File: config.mk
export PLATFORM = sky130hd
export DESIGN_NAME = db_filter_bank
export DESIGN_NICKNAME = d
export VERILOG_FILES = /design/src/rtl/db_pkg.sv /design/src/rtl/db_tick_gen.sv /design/src/rtl/db_ctrl_regs.sv /design/src/rtl/db_chan_filter.sv /design/src/rtl/db_filter_bank.sv
export SDC_FILE = /design/constraint.sdc
export NUM_CORES = 1
export LEC_CHECK = 0
export BUFFER_PORTS_ARGS = -buffer_cell sky130_fd_sc_hd__buf_2
export CORE_ASPECT_RATIO = 0.7
export CORE_UTILIZATION = 55
export CTS_CLUSTER_SIZE = 40
export DETAILED_ROUTE_END_ITERATION = 10
export GPL_TIMING_DRIVEN = 0
export PLACE_DENSITY_LB_ADDON = 0.2
export SYNTH_ARGS = -nofsm -noshare
export SYNTH_HDL_FRONTEND = slang
export SYNTH_SLANG_ARGS = --single-unit
File: constraint.sdc
create_clock -name clk -period 6.2 [get_ports clk]
set_input_delay 0.31 -clock clk [delete_from_list [all_inputs] [get_ports clk]]
set_output_delay 0.31 -clock clk [all_outputs]
set_load 0.005 [all_outputs]
File: src/rtl/db_pkg.sv
package db_pkg;
  localparam int SEL_W = 3;
  localparam int CNT_W = 11;
  localparam logic [7:0] FIELD_KEEP = 8'h71;
  localparam logic OP_SET = 1'b0;
  localparam logic OP_CLR = 1'b1;

  // interval code -> number of ticks the input must stay stable
  function automatic logic [CNT_W-1:0] sel_ticks(input logic [SEL_W-1:0] s);
    case (s)
      3'd0:    sel_ticks = CNT_W'(1);
      3'd1:    sel_ticks = CNT_W'(2);
      default: sel_ticks = CNT_W'(1) << (32'(s) + 3);
    endcase
  endfunction
endpackage

File: src/rtl/db_tick_gen.sv
module db_tick_gen #(
  parameter int TICK_DIV = 25000
) (
  input  logic clk,
  input  logic rst_n,
  output logic tick
);
  localparam int PW = (TICK_DIV > 1) ? $clog2(TICK_DIV) : 1;
  localparam logic [PW-1:0] LAST = PW'(TICK_DIV - 1);

  logic [PW-1:0] pc;

  assign tick = (pc == LAST);

  always_ff @(posedge clk or negedge rst_n) begin
    if (!rst_n)    pc <= '0;
    else if (tick) pc <= '0;
    else           pc <= pc + PW'(1);
  end

  generate
    if (TICK_DIV > 1) begin : g_spacing

      tick_spacing_chk: assert property (@(posedge clk) disable iff (!rst_n)
        tick |=> !tick);
    end
  endgenerate
endmodule

File: src/rtl/db_ctrl_regs.sv
module db_ctrl_regs
  import db_pkg::*;
#(
  parameter int DB_CNT = 6,
  parameter int NW     = 2,
  parameter int WW     = 1
) (
  input  logic                    clk,
  input  logic                    rst_n,
  input  logic                    wr,
  input  logic                    op,
  input  logic [WW-1:0]           word,
  input  logic [31:0]             wdata,
  input  logic [WW-1:0]           raddr,
  output logic [31:0]             rdata,
  output logic [DB_CNT-1:0]       en,
  output logic [DB_CNT*SEL_W-1:0] sel,
  output logic [DB_CNT-1:0]       rst_hit
);
  logic [31:0] w_q [NW];

  function automatic logic [31:0] keep_mask(input int w);
    logic [31:0] m;
    m = '0;
    for (int f = 0; f < 4; f++)
      if (w * 4 + f < DB_CNT) m[8*f +: 8] = FIELD_KEEP;
    return m;
  endfunction

  always_ff @(posedge clk or negedge rst_n) begin
    if (!rst_n) begin
      for (int w = 0; w < NW; w++) w_q[w] <= '0;
    end else if (wr) begin
      for (int w = 0; w < NW; w++) begin
        if (32'(word) == w) begin
          if (op == OP_CLR) w_q[w] <= w_q[w] & ~(wdata & keep_mask(w));
          else              w_q[w] <= w_q[w] | (wdata & keep_mask(w));
        end
      end
    end
  end

  always_comb begin
    rdata = '0;
    for (int w = 0; w < NW; w++)
      if (32'(raddr) == w) rdata = w_q[w];
  end

  genvar ch;
  generate
    for (ch = 0; ch < DB_CNT; ch++) begin : g_field
      localparam int WI = ch / 4;
      localparam int BO = 8 * (ch % 4);
      assign en[ch] = w_q[WI][BO];
      assign sel[SEL_W*ch +: SEL_W] = w_q[WI][BO+4 +: SEL_W];
      assign rst_hit[ch] = wr && (op == OP_SET) && (32'(word) == WI) && wdata[BO+1];
    end
  endgenerate


  field_wipe_chk: assert property (@(posedge clk) disable iff (!rst_n)
    (wr && op == OP_CLR && word == '0 && wdata[7:0] == 8'hFF) |=> (w_q[0][7:0] == 8'h00));
endmodule

File: src/rtl/db_chan_filter.sv
module db_chan_filter
  import db_pkg::*;
(
  input  logic             clk,
  input  logic             rst_n,
  input  logic             tick,
  input  logic             act,
  input  logic             restart,
  input  logic             raw,
  input  logic [SEL_W-1:0] sel,
  output logic             out
);
  logic             q;
  logic [CNT_W-1:0] cnt;
  logic [CNT_W-1:0] lim;
  logic [CNT_W:0]   nxt;

  assign lim = sel_ticks(sel);
  assign nxt = {1'b0, cnt} + (CNT_W+1)'(1);

  always_ff @(posedge clk or negedge rst_n) begin
    if (!rst_n) begin
      q   <= 1'b0;
      cnt <= '0;
    end else if (!act) begin
      q   <= raw;
      cnt <= '0;
    end else if (restart || raw == q) begin
      cnt <= '0;
    end else if (tick) begin
      if (nxt >= {1'b0, lim}) begin
        q   <= raw;
        cnt <= '0;
      end else begin
        cnt <= nxt[CNT_W-1:0];
      end
    end
  end

  assign out = act ? q : raw;


  hold_between_ticks_chk: assert property (@(posedge clk) disable iff (!rst_n)
    (act && !tick) |=> $stable(q));

  restart_zero_chk: assert property (@(posedge clk) disable iff (!rst_n)
    (act && restart) |=> (cnt == '0 && $stable(q)));

  bounce_zero_chk: assert property (@(posedge clk) disable iff (!rst_n)
    (act && raw == q) |=> (cnt == '0));
endmodule

File: src/rtl/db_filter_bank.sv
module db_filter_bank
  import db_pkg::*;
#(
  parameter int NCH      = 8,
  parameter int DB_CNT   = 6,
  parameter int TICK_DIV = 25000,
  localparam int NW = (DB_CNT + 3) / 4,
  localparam int WW = (NW > 1) ? $clog2(NW) : 1
) (
  input  logic              clk,
  input  logic              rst_n,
  input  logic              cfg_wr,
  input  logic              cfg_op,
  input  logic [WW-1:0]     cfg_word,
  input  logic [31:0]       cfg_wdata,
  input  logic [WW-1:0]     cfg_raddr,
  output logic [31:0]       cfg_rdata,
  input  logic [DB_CNT-1:0] lvl_mode,
  input  logic [DB_CNT-1:0] svc_hit,
  input  logic [NCH-1:0]    raw_in,
  output logic [NCH-1:0]    filt_out
);
  logic                    tick;
  logic [DB_CNT-1:0]       en;
  logic [DB_CNT*SEL_W-1:0] sel;
  logic [DB_CNT-1:0]       rst_hit;

  db_tick_gen #(.TICK_DIV(TICK_DIV)) u_tick (
    .clk(clk), .rst_n(rst_n), .tick(tick)
  );

  db_ctrl_regs #(.DB_CNT(DB_CNT), .NW(NW), .WW(WW)) u_regs (
    .clk(clk), .rst_n(rst_n), .wr(cfg_wr), .op(cfg_op), .word(cfg_word),
    .wdata(cfg_wdata), .raddr(cfg_raddr), .rdata(cfg_rdata),
    .en(en), .sel(sel), .rst_hit(rst_hit)
  );

  genvar ch;
  generate
    for (ch = 0; ch < NCH; ch++) begin : g_ch
      if (ch < DB_CNT) begin : g_filt
        logic act;
        assign act = en[ch] & lvl_mode[ch];
        db_chan_filter u_filt (
          .clk(clk), .rst_n(rst_n), .tick(tick), .act(act),
          .restart(rst_hit[ch] | svc_hit[ch]), .raw(raw_in[ch]),
          .sel(sel[SEL_W*ch +: SEL_W]), .out(filt_out[ch])
        );

        edge_bypass_chk: assert property (@(posedge clk) disable iff (!rst_n)
          !lvl_mode[ch] |-> (filt_out[ch] == raw_in[ch]));
      end else begin : g_pass
        assign filt_out[ch] = raw_in[ch];
      end
    end
  endgenerate
endmodule

==> metrics.cfg, run 1 <==
[timing]
setup-tns-final_ns = 0
holdWs_ns = 0.1958
tightest_slew_ns = 1.035
setup_viol = 0
period_needed_ns = 3.605
period_share = 0.5814
max_freq_ghz = 0.2774
fin_skew_ns = 0.01007
slew_headroom = 0.3058
slew_violations = 0
grt_setup_unrepaired = no
final_hold_viol_count = 0

[worst_setup_path]
path_common_cell = ha_1
cp_cell_sequence = ha_1 -> and3_1 -> nand3_1 -> nor2_1 -> xor2_1 -> ha_1 -> a2111oi_0 -> o211ai_1 -> clkbuf_1 -> nor4_1 -> a21o_1
worst_path_max_delay_cell = dfrtp_1
cp.required_ns = 6.49
max_stage_delay_ns = 0.48
worstPathMaxFanout = 10
crit_type = register to register
worst_setup_path_end_kind = register
crit_arrival_ns = 3.90
startpoint_type = register

[synth]
ys_warn_count = 0
ys_ff_latch = 111
synth-seq-area-share = 0.3451
synth.avg_cell_area_sq_um = 9.136
synth-async-reset-ratio = 1.000
netlist-cell-type-count = 66
synth_edf_count = 0
syn_area_sq_um = 8049
synth_top_area_share = 0.3451
postSynthCellCount = 881
synth.area.top_cells = dfrtp_1 (35%), ha_1 (11%), nand2_1 (5.2%), xnor2_1 (4.0%), mux2_2 (3.1%)
synth_ff_type = dfrtp_1
synth_top_cell_by_area = dfrtp_1

[place]
dp_hpwl_um = 13770
post-place-cells = 1170
io_buffers = 66
gp_congestion = 0.8297
dpl_cell_area_sq_um = 8771

[worst_hold_path]
min_path_type = input port to register

[power_and_ir_drop]
ir_drop_v = 0.0001436
powerDensity_nw_per_um2 = 190.0
p_total_w = 0.001727
leakagePower_nw = 4.409

[cts]
htree_levels = 3
post_cts_buffers = 0
cts_root_buf = clkbuf_16
clk_latency_ns = 0.35
cts.sinks = 111
clk_path_buf_depth = 2
cts_buffers = 9
ctsResizeCount = 0
cts.clk_slew.worst_paths_ns = 0.08
cts_tree = built

[global_route]
grt_use_met1 = 0.3761
overflow = 0
grt_busiest_layer = met2
use_met2 = 0.3799
grt.met3_usage = 0.03509
grt_use_total = 0.2500
first_global_vias = 5941
grt_pass1_wl_um = 29930
grt_max_degree = 62
antenna_found_initial = 0

[route]
drt_iter0_markers = 390
firstDrtPassIters = 5
ant_nets = 0
vias_per_cell = 5.597
wirelength_um = 18430
wire_per_inst_um = 15.53
drc_errors = 0
num_vias = 6644

[run]
drv_cap = 0

[layout]
nets = 1123
finalNonFillerCells = 1187
n_antenna_cell = 0
layout-drive-gt1-share = 0.1735
design_area_sq_um = 9090
area_growth_pct = 12.93

[die]
io_pins = 98
rows = 36
fp.dieW_um = 146.6
die_area_sq_um = 15130
die_y_um = 103.2
start_util = 0.5709
coreArea_sq_um = 14100

[run_status]
status = finished clean

==> cell families (layout without fill, tap and decap cells) <==
logic type | Yosys count | in the layout | synth area share
DFF | 111 | 111 | 0.3451
other | 2 | 34 | 0.0009330
buffers and inverters | 76 | 160 | 0.04959
AOI/OAI and AO/OA | 184 | 184 | 0.1576
muxes | 22 | 22 | 0.03078
adders and majority gates | 73 | 73 | 0.1135
xor gates and xnor gates | 65 | 65 | 0.07073
and+or+nand+nor | 348 | 348 | 0.2318
==> path summary, 6_finish.rpt <==
check | endpoint | slack [ns] | cells past startpoint | startpoint
worst max-delay path | g_ch[0].g_filt.u_filt.cnt[10] | 2.60 | 11 | g_ch[0].g_filt.u_filt.cnt[0]
min in group asynchronous | g_ch[4].g_filt.u_filt.cnt[3] | 0.46 | 2 | rst_n
worst min-delay path | register | 0.20 | 2 | cfg_wdata[12]
worst min register to register | u_tick.pc[0] | 0.46 | 1 | u_tick.pc[0]
worst max register to register | g_ch[0].g_filt.u_filt.cnt[10] | 2.60 | 11 | g_ch[0].g_filt.u_filt.cnt[0]
max in group asynchronous | g_ch[1].g_filt.u_filt.cnt[2] | 5.05 | 3 | rst_n
==> routing by layer <==
metal  wire, um  vias up
li1           -     3370
met5          0        -
met3        676       31
met1       9663     3094
met4        268        0
met2       7823      149
==> synth_stat cells (4+ instances only) <==
cell type,instances
a2111oi_0,4
a211o_1,5
a211oi_1,7
a21o_1,19
a21oi_1,21
a22o_1,21
a22o_2,5
a31o_2,5
a31oi_1,13
and2_1,10
and3_1,19
and4_1,5
buf_4,25
clkbuf_1,32
dfrtp_1,111
ha_1,73
inv_1,12
mux2_2,22
nand2_1,112
nand2b_1,13
nand3_1,42
nand3b_1,18
nand4_1,15
nor2_1,38
nor2b_1,16
nor3_1,17
nor3b_1,5
nor4_1,5
o21ai_0,48
o21bai_1,4
o22ai_1,7
or3_1,4
or3b_2,12
xnor2_1,37
xor2_1,28
==> power breakdown <==
| part | internal [W] | total, W | switching [W] |
|---|---|---|---|
| sequential | 0.000754 | 0.000772 | 0.0000175 |
| clock | 0.000330 | 0.000614 | 0.000285 |
| combinational | 0.000150 | 0.000341 | 0.000191 |
| total | 0.00123 | 0.00173 | 0.000493 |
==> worst max-delay path, delay by kind of cell, from the launching register on <==
family	cells	cell delay, ns
buffers and inverters	1	0.34
DFF	1	0.48
xor gates and xnor gates	1	0.19
and+or+nand+nor	4	1.01
adders and majority gates	2	0.55
AOI/OAI and AO/OA	3	0.98
==> metrics by stage <==
step / util / setup slack, ns
detailed placement: 0.6221 / 2.753
floorplan: - / 3.354
finish: 0.6447 / 2.595
global placement: 0.6197 / 2.821
CTS: 0.6447 / 2.650
global route: 0.6447 / 2.344
==> cells in the final DEF, fill, tap and decap left out, types with 22 or more instances in the layout <==
master,netlist,layout
xnor2_1,37,37
buf_4,25,25
ha_1,73,73
nand3_1,42,42
conb_1,2,34
xor2_1,28,28
buf_2,3,68
nor2_1,38,38
clkbuf_1,32,33
mux2_2,22,22
nand2_1,112,112
dfrtp_1,111,111
o21ai_0,48,48
==> cell type report <==
| class | instances | area, sq um |
|---|---|---|
| Fill cell | 1236 | 5009 |
| Timing Repair Buffer | 68 | 374.1 |
| Sequential cell | 111 | 2778 |
| Clock inverter | 5 | 66.31 |
| Tap cell | 190 | 237.7 |
| Buffer | 63 | 350.3 |
| Multi-Input combinational cell | 726 | 4992 |
| Inverter | 13 | 48.80 |
| Clock buffer | 11 | 242.7 |
==> repair_timing <==
item,CTS,global route
endpoints found under the setup margin,0,0
hold buffers,1,0
hold endpoints to repair,50,0
Power figures use the tool's default switching activity.
==> run 2, diff against run 1 <==
--- a/config.mk
+++ b/config.mk
@@ -7,7 +7,7 @@
 export LEC_CHECK = 0
 export BUFFER_PORTS_ARGS = -buffer_cell sky130_fd_sc_hd__buf_2
 export CORE_ASPECT_RATIO = 0.7
-export CORE_UTILIZATION = 55
+export CORE_UTILIZATION = 54
 export CTS_CLUSTER_SIZE = 40
 export DETAILED_ROUTE_END_ITERATION = 10
 export GPL_TIMING_DRIVEN = 0
==> constraint.sdc (replaced) <==
create_clock -name clk -period 3.1 [get_ports clk]
set_input_delay 0.155 -clock clk [delete_from_list [all_inputs] [get_ports clk]]
set_output_delay 0.155 -clock clk [all_outputs]
set_load 0.005 [all_outputs]
==> run 2 against run 1 <==
Net effect: core utilization rose by 1.2 points; clock-buffer cell count grew 2; first-iteration DRC count rose by 23%; via count grew 2.5%; hold slack worse by 0.17 ns; global-route usage decreased by 0.17 points; sequential share of layout area down 0.73 points; combinational power increased by 110%; clock power increased by 82%; cell area is 2.8% higher; die area up 1.8%; critical path type unchanged; largest power group unchanged.
==> metrics.cfg, run 2 (synthesis gave the netlist of run 1 again) <==
[power_and_ir_drop]
p_sw_frac = 0.2872  ; +0.001507
power.switching_w = 0.0009691  ; +96%
powerDensity_nw_per_um2 = 361.2  ; +90%
p_clk_frac = 0.333  ; -0.023
p_comb_frac = 0.210  ; +0.013
p_total_w = 0.003374  ; +95%
leakagePower_nw = 4.486  ; +1.8%
power_frac_seq = 0.457  ; +0.010
p_int_w = 0.002405  ; +95%
ir_drop_v = 0.0002378  ; +66%

[global_route]
grt_use_total = 0.2482  ; -0.001744
antenna_found_initial = 0  ; unchanged
grt_pass1_wl_um = 30700  ; +2.6%
overflow = 0  ; unchanged
grt_max_degree = 57  ; -8.1%
first_global_vias = 6080  ; +2.3%

[worst_setup_path]
cp.required_ns = 3.39  ; -3.10 ns
startpoint_type = register
crit_type = register to register
worst_setup_path_end_kind = register
crit_arrival_ns = 3.27  ; -0.63 ns
worstPathMaxFanout = 10  ; unchanged
reg2reg_depth = 11  ; unchanged

[place]
dp_hpwl_um = 13900  ; +0.99%
io_buffers = 66  ; unchanged
gp_congestion = 0.8623  ; +3.9%

[die]
coreArea_sq_um = 14230  ; +0.96%
start_util = 0.5655  ; -0.005420
fp.dieW_um = 147.9  ; +0.91%
rows = 36  ; unchanged
die_area_sq_um = 15410  ; +1.8%
io_pins = 98  ; unchanged
die_y_um = 104.1  ; +0.90%

[cts]
cts_tree = built
cts.sinks = 111  ; unchanged
cts.clk_slew.worst_paths_ns = 0.08  ; about the same
clk_latency_ns = 0.35  ; about the same
cts_buffers = 9  ; unchanged
cts_root_buf = clkbuf_16
clk_path_buf_depth = 2  ; unchanged
htree_levels = 3  ; unchanged

[run_status]
status = finished clean

[timing]
slew_violations = 0  ; unchanged
period_needed_ns = 2.984  ; -0.6213 ns
holdWs_ns = 0.02373  ; -0.1721 ns
slew_headroom = 0.5101  ; +0.2042
period_share = 0.9624  ; +0.3810
fin_skew_ns = 0.009893  ; -0.0001770 ns
max_freq_ghz = 0.3352  ; +21%
tightest_slew_ns = 0.7293  ; -0.3057 ns
setup_viol = 0  ; unchanged
final_hold_viol_count = 0  ; unchanged

[layout]
nFillCells = 1231  ; -0.40%
area_growth_pct = 16.06
nets = 1134  ; +0.98%
regArea_sq_um = 2786  ; +0.32%
multiInputGateArea_sq_um = 5166  ; +3.5%
layout-drive-gt1-share = 0.2224  ; +0.04892
final_cell_mix = nand2_1 (112), dfrtp_1 (104), buf_2 (68), ha_1 (68), o21ai_0 (44)
n_antenna_cell = 0  ; unchanged
mostFrequentLayoutCell = nand2_1
post-route-util = 0.6563  ; +0.01155

[route]
drt_iter0_markers = 480  ; +23%
route.met2.wl_um = 8294  ; +6.0%
ant_nets = 0  ; unchanged
wirelength_um = 18930  ; +2.7%
top_layer_used = met4
num_vias = 6810  ; +2.5%
wl_met1_um = 9664  ; about the same
firstDrtPassIters = 6  ; +1
wire_per_inst_um = 15.81  ; +1.8%
vias_per_cell = 5.689  ; +1.6%
drc_errors = 0  ; unchanged
wl_met3_um = 731  ; +8.1%

[run]
drv_cap = 0  ; unchanged

[worst_hold_path]
hold_depth = 2  ; unchanged
min_path_type = input port to register

run 2: cell type report:
cell class	count	share of cell area
buffer	61	0.03791
clock buffer	13	0.02786
tap	190	0.02545
clock inverter	2	0.001741
inverter	13	0.005224
timing repair buffer	81	0.05050
multi-input combinational	726	0.5530
sequential	111	0.2983
run 2: critical path, cell delays in order, from the launching register on:
cell and delay [ns]:
dfrtp_1 0.44, nand4_1 0.26, nor2_2 0.26, nand3_1 0.15
xnor2_2 0.17, ha_1 0.31, a21o_1 0.22, a2111oi_4 0.37
o211ai_1 0.18, buf_2 0.23, nor4_1 0.21, a21o_1 0.12
run 2: metal layers:
metal	vias up	GRT usage
li1	3384	-
met1	3263	0.3827
met2	145	0.3605
met3	18	0.04254
met4	0	0.05081
met5	-	0
run 2: stage by stage:
step	setup TNS (ns)	instance area [sq um]	instances	setup WS [ns]
final	0	9341	1197	0.1165
after global routing	-0.07158	9341	1197	-0.05507
after CTS	0	9129	1190	0.005848
after detailed placement	-6.245	8771	1170	-0.3390
after global placement	-4.502	8737	1169	-0.2589
after floorplan	0	8169	913	0.2545
run 2: final timing paths:
kind,start,to,slack (ns)
setup / recovery,g_ch[0].g_filt.u_filt.cnt[3],g_ch[0].g_filt.u_filt.cnt[10],0.12
hold / removal,cfg_wdata[12],register,0.02
setup reg to reg,g_ch[0].g_filt.u_filt.cnt[3],g_ch[0].g_filt.u_filt.cnt[10],0.12
hold reg to reg,u_tick.pc[0],u_tick.pc[0],0.45
max in group asynchronous,rst_n,g_ch[0].g_filt.u_filt.cnt[0],2.09
min in group asynchronous,rst_n,g_ch[4].g_filt.u_filt.cnt[4],0.32
run 2: timing repair:
action | in CTS | in global routing
setup buffers | 4 | 9
hold buffers | 1 | 0
resized for setup | 14 | 43
endpoints found under the setup margin | 46 | 62
gates cloned | 0 | 0
pin swaps | 2 | 6
endpoints found under the hold margin | 55 | 0
run 2: power by group through the flow:
stage | clock [W] | combinational, W | sequential [W]
4_1_cts | 0.00115 | 0.000691 | 0.00154
6_report | 0.00112 | 0.000707 | 0.00154
2_1_floorplan | 0 | 0.000462 | 0.00156
5_1_grt | 0.00120 | 0.000800 | 0.00155
3_5_place_dp | 0 | 0.000678 | 0.00157
3_3_place_gp | 0 | 0.000656 | 0.00157
